File: src/rtl/med9_pkg.sv
package med9_pkg;
  localparam int NLANE  = 9;
  localparam int NLAYER = 9;
  localparam int MAXOPS = 3;
  localparam int OUT_LANE = 1;

  // One compare slot: min goes to lane lo, max goes to lane hi
  typedef struct packed {
    logic       en;
    logic       kmin;
    logic       kmax;
    logic [3:0] lo;
    logic [3:0] hi;
  } op_t;

  function automatic op_t mk(input int lo, input int hi, input bit kmin, input bit kmax);
    op_t o;
    o.en   = 1'b1;
    o.kmin = kmin;
    o.kmax = kmax;
    o.lo   = 4'(lo);
    o.hi   = 4'(hi);
    return o;
  endfunction

  // Fixed schedule; lanes 0-2, 3-5, 6-8 form three groups
  function automatic op_t sched(input int layer, input int slot);
    op_t o;
    o = '0;
    case (layer * MAXOPS + slot)
      0, 6:  o = mk(0, 1, 1, 1);
      1, 7:  o = mk(3, 4, 1, 1);
      2, 8:  o = mk(6, 7, 1, 1);
      3:     o = mk(1, 2, 1, 1);
      4:     o = mk(4, 5, 1, 1);
      5:     o = mk(7, 8, 1, 1);
      9:     o = mk(3, 0, 0, 1);  // larger of two group minima
      10:    o = mk(1, 4, 1, 1);  // middles
      11:    o = mk(2, 5, 1, 0);  // smaller of two group maxima
      12:    o = mk(6, 0, 0, 1);
      13:    o = mk(4, 7, 1, 0);
      14:    o = mk(2, 8, 1, 0);
      15:    o = mk(4, 1, 0, 1);  // median of middles into lane 1
      18:    o = mk(0, 1, 1, 1);
      21:    o = mk(1, 2, 1, 0);
      24:    o = mk(0, 1, 0, 1);
      default: o = '0;
    endcase
    return o;
  endfunction
endpackage

File: src/rtl/med9_elem.sv
module med9_elem #(
  parameter int W      = 8,
  parameter bit IS_MAX = 1'b0
) (
  input  logic [W-1:0] a,
  input  logic [W-1:0] b,
  output logic [W-1:0] y
);
  generate
    if (IS_MAX) begin : g_max
      assign y = (a > b) ? a : b;
    end else begin : g_min
      assign y = (a < b) ? a : b;
    end
  endgenerate
endmodule

File: src/rtl/med9_layer.sv
module med9_layer
  import med9_pkg::*;
#(
  parameter int W     = 8,
  parameter int LAYER = 0
) (
  input  logic [NLANE*W-1:0] d_i,
  output logic [NLANE*W-1:0] d_o
);
  logic [W-1:0] lo_w [MAXOPS];
  logic [W-1:0] hi_w [MAXOPS];

  for (genvar s = 0; s < MAXOPS; s++) begin : g_slot
    localparam op_t OP = sched(LAYER, s);
    localparam int LO = int'(OP.lo);
    localparam int HI = int'(OP.hi);
    if (OP.en && OP.kmin) begin : g_min
      med9_elem #(.W(W), .IS_MAX(1'b0)) u_min (
        .a(d_i[LO*W +: W]), .b(d_i[HI*W +: W]), .y(lo_w[s]));
    end else begin : g_nomin
      assign lo_w[s] = '0;
    end
    if (OP.en && OP.kmax) begin : g_max
      med9_elem #(.W(W), .IS_MAX(1'b1)) u_max (
        .a(d_i[LO*W +: W]), .b(d_i[HI*W +: W]), .y(hi_w[s]));
    end else begin : g_nomax
      assign hi_w[s] = '0;
    end
  end

  always_comb begin
    d_o = d_i;
    for (int s = 0; s < MAXOPS; s++) begin
      if (sched(LAYER, s).en && sched(LAYER, s).kmin)
        d_o[int'(sched(LAYER, s).lo)*W +: W] = lo_w[s];
      if (sched(LAYER, s).en && sched(LAYER, s).kmax)
        d_o[int'(sched(LAYER, s).hi)*W +: W] = hi_w[s];
    end
  end
endmodule

File: src/rtl/med9_stage.sv
module med9_stage #(
  parameter int DW  = 72,
  parameter bit REG = 1'b1
) (
  input  logic          clk,
  input  logic          rst_n,
  input  logic          adv,
  input  logic          v_i,
  input  logic [DW-1:0] d_i,
  output logic          v_o,
  output logic [DW-1:0] d_o
);
  generate
    if (REG) begin : g_reg
      always_ff @(posedge clk) begin
        if (!rst_n)   v_o <= 1'b0;
        else if (adv) v_o <= v_i;
      end
      always_ff @(posedge clk) begin
        if (adv) d_o <= d_i;
      end
    end else begin : g_wire
      logic unused_ok;
      assign unused_ok = &{1'b0, clk, rst_n, adv};
      assign v_o = v_i;
      assign d_o = d_i;
    end
  endgenerate
endmodule

File: src/rtl/med9_net.sv
module med9_net
  import med9_pkg::*;
#(
  parameter int               W         = 8,
  parameter logic [NLAYER-1:0] PIPE_MASK = '1
) (
  input  logic             clk,
  input  logic             rst_n,
  input  logic             in_valid,
  output logic             in_ready,
  input  logic [9*W-1:0]   in_samples,
  output logic             out_valid,
  input  logic             out_ready,
  output logic [W-1:0]     out_median
);
  localparam int DW  = NLANE * W;
  localparam int LAT = $countones(PIPE_MASK);

  logic [DW-1:0] lane_d [NLAYER+1];
  logic          lane_v [NLAYER+1];
  logic [DW-1:0] comb_d [NLAYER];
  logic          adv;

  generate
    if (LAT > 0) begin : g_adv_reg
      assign adv = !lane_v[NLAYER] || out_ready;
    end else begin : g_adv_comb
      assign adv = out_ready;
    end
  endgenerate

  assign in_ready  = adv;
  assign lane_d[0] = in_samples;
  assign lane_v[0] = in_valid;

  for (genvar l = 0; l < NLAYER; l++) begin : g_layer
    med9_layer #(.W(W), .LAYER(l)) u_layer (
      .d_i(lane_d[l]), .d_o(comb_d[l]));
    med9_stage #(.DW(DW), .REG(PIPE_MASK[l])) u_stage (
      .clk(clk), .rst_n(rst_n), .adv(adv),
      .v_i(lane_v[l]), .d_i(comb_d[l]),
      .v_o(lane_v[l+1]), .d_o(lane_d[l+1]));
  end

  assign out_valid  = lane_v[NLAYER];
  assign out_median = lane_d[NLAYER][OUT_LANE*W +: W];
endmodule

File: config.mk
export PLATFORM = sky130hd
export DESIGN_NAME = med9_net
export DESIGN_NICKNAME = d
export VERILOG_FILES = /design/src/rtl/med9_pkg.sv /design/src/rtl/med9_elem.sv /design/src/rtl/med9_layer.sv /design/src/rtl/med9_stage.sv /design/src/rtl/med9_net.sv
export SDC_FILE = /design/constraint.sdc
export NUM_CORES = 1
export LEC_CHECK = 0
export BUFFER_PORTS_ARGS = -buffer_cell sky130_fd_sc_hd__buf_2
export CAP_MARGIN = 20
export CORE_UTILIZATION = 55
export CTS_CLUSTER_DIAMETER = 150
export DETAILED_ROUTE_END_ITERATION = 16
export PLACE_DENSITY = 0.81
export SYNTH_ARGS = -nofsm -noshare
export SYNTH_HDL_FRONTEND = slang
export SYNTH_SLANG_ARGS = --single-unit
File: constraint.sdc
create_clock -name clk -period 19.8 [get_ports clk]
set_input_delay 2.97 -clock clk [delete_from_list [all_inputs] [get_ports clk]]
set_output_delay 2.97 -clock clk [all_outputs]
set_load 0.03 [all_outputs]
==> results.yml <==
run_status:
  status: "finished clean"
setup_path:
  worstSetupPathType: "input port to output port"
  critPathArrivalTime_ns: 4.52
  r2r_slack_ns: 16.71
  cp.required_ns: 16.83
  cp_max_fo: 81
  rr_worst_depth: 4
  startpoint_type: "input port"
  timing.rr.start: "g_layer[8].u_stage.v_o"
  regToRegEndpoint: "g_layer[0].u_stage.d_o[52]"
  end_kind: "output port"
timing:
  period_minus_slack_ns: 7.493
  slew_viol_final: 0
  clock_skew_ns: 0.02142
  post-route-period-util_pct: 37.84
  hold_viol_final: 0
  worst_pin_slew_ns: 0.9434
  max-slew-margin-rel_pct: 37.11
  hold-worst-slack_ns: 0.4171
  fin_tns_setup_ns: 0
  worst_slack_ns: 12.31
  max_freq_mhz: 133.5
  rsz0062_at_grt: "false"
  finalSetupViolations: 0
yosys:
  synth_warnings: 0
  syn-num-nets: 1407
  synth-edff-count: 376
  avgSynthCellArea_um2: 15.36
  synth_ff_type: "edfxtp_1"
  ys_types: 26
  async_reset_ff_share_pct: 0
  ys_seq_area_share_pct: 63.11
  yosys_register_bits: 385
  syn_area_um2: 18180
  synthCells: 1183
cells_and_area:
  drive_above_1_share_pct: 30.40
  fin_area_um2: 20490
  diodes: 0
  finalNetCount: 1536
  syn2layout_area_growth_pct: 12.74
clock_network:
  clkSlewWorstSetupHoldPaths_ns: 0.06
  cts.repair.resized: 0
  htree_levels: 2
  cts_tree: "yes"
  root_buffer: "clkbuf_16"
  cts_buffers: 40
  cts_hold_buffers: 0
  clockBufferDepth: 3
  insertion_delay_ns: 0.52
  cts_setup_buffers: 0
  clock_sinks: 385
power_and_ir_drop:
  fin_total_pwr_uw: 2955
  power.density_nw_per_um2: 144.2
  p_leak_uw: 0.008422
  vdd_drop_max_v: 0.00007799
global_route:
  grt_max_degree: 153
  grt_overflow: 0
  antenna_found_initial: 0
  grt_usage_pct: 18.36
  grt_first_pass_wirelength_um: 48910
  grt_pass1_vias: 9884
die:
  core_um2: 32540
  die_h_um: 183.8
  io_pins: 86
  die_x_um: 183.8
  rows: 66
  start_util_pct: 55.86
  dieArea_um2: 33780
route:
  ant_nets: 0
  drc: 0
  avgRoutedWirePerCell_um: 16.71
  vias_per_cell: 5.369
  vias: 9578
  drt_iter0_drc: 574
  routed_wl_um: 29810
  drtPass1Iterations: 5
flow_run:
  maxCapViolations: 0
min_path:
  hold_path_end: "g_layer[2].u_stage.d_o[17]"
  min_path_type: "flip-flop to flip-flop"
  min_path_cells: 0
  min-delay-start: "g_layer[1].u_stage.d_o[17]"
placement:
  dpl-instance-area_um2: 19190
  dp_hpwl_um: 21100
  port_buffers: 85
  gp_congestion: 0.7981
  post-place-ws_ns: 12.35
-- report_power, final --
group,switching (uW),internal (uW),leakage (uW),total (uW)
Combinational,398,445,0.00373,843
Clock,290,445,0.000635,735
Sequential,141,1240,0.00405,1380
Total,829,2130,0.00842,2950
-- placed cells by master, fill, tap and decap left out, drive strengths merged --
| cell type | n |
|---|---|
| edfxtp | 376 |
| mux2 | 240 |
| inv | 149 |
| ha | 148 |
| buf | 88 |
| clkbuf | 56 |
| nor2 | 52 |
| a21oi | 38 |
| nand4 | 34 |
| nand2 | 31 |
| o21ai | 30 |
| a211oi | 19 |
| nand2b | 15 |
| clkinv | 12 |
| o21bai | 11 |
| dfxtp | 9 |
| a21boi | 8 |
| nor2b | 5 |
| o21a | 5 |
| a211o | 4 |
| o211ai | 4 |
| o32ai | 4 |
| bufinv | 4 |
-- layer usage --
layer  wire, um  GRT usage [%]  vias to the layer above
met3        943          2.496                       44
li1           -              -                     4727
met4        611          5.267                        0
met5          0              0                        -
met1      13160          23.48                     4649
met2      15100          32.56                      158
-- area by class of cell --
class | instances | area, um2
clock inverter | 16 | 185.2
fill | 2332 | 12040
timing repair buffer | 88 | 460.4
clock buffer | 56 | 1114
multi-input combinational | 648 | 6142
inverter | 149 | 566.8
sequential | 385 | 11470
tap | 442 | 553.0
-- synthesized netlist by cell type (4+ instances only) --
library cell	number	area, um2
a21boi_0	8	60.06
a21oi_2	10	87.58
o32ai_4	4	110.1
nor2_1	52	195.2
a211o_1	4	35.03
edfxtp_1	376	11290
mux2_2	239	2691
nand4_1	34	212.7
o21ai_2	4	35.03
ha_1	148	1852
o21a_1	5	37.54
nand2b_1	15	93.84
o21bai_1	11	82.58
inv_1	148	555.5
nand2_1	29	108.9
o21ai_0	26	130.1
a21oi_1	26	130.1
a211oi_1	19	142.6
o211ai_2	4	50.05
nor2b_1	5	31.28
dfxtp_1	9	180.2
-- how the worst max path moves through the flow --
stage	from	endpoint	slack [ns]	cells past startpoint
global placement	out_ready	in_ready	12.39	4
CTS	out_ready	in_ready	12.35	4
floorplan	out_ready	g_layer[0].u_stage.d_o[0]	6.16	3
detailed placement	out_ready	in_ready	12.35	4
finish	out_ready	in_ready	12.31	4
global route	out_ready	in_ready	12.18	4
-- cell families after synthesis --
logic type	synth area share, %
simple gates	3.600
fa+ha+maj	10.19
flops	63.11
buf+inv	3.098
mux	14.87
compound gates	5.135
-- through the flow --
stage               util [%]  std cells
floorplan                  -       1183
global placement       58.99       1712
detailed placement     58.99       1712
CTS                    62.98       1784
global route           62.98       1784
finish                 62.98       1784
-- registers in the layout, indices dropped and copies added, names as in the netlist --
| signal | count |
|---|---|
| g_layer.u_stage.d_o | 376 |
| g_layer.u_stage.v_o | 9 |
-- worst max-delay path, cell delays in order --
cell and delay, ns:
buf_2 0.09, nor2b_1 0.66, inv_8 0.38, buf_2 0.32
Note: power is estimated with default switching activity, not from simulation.
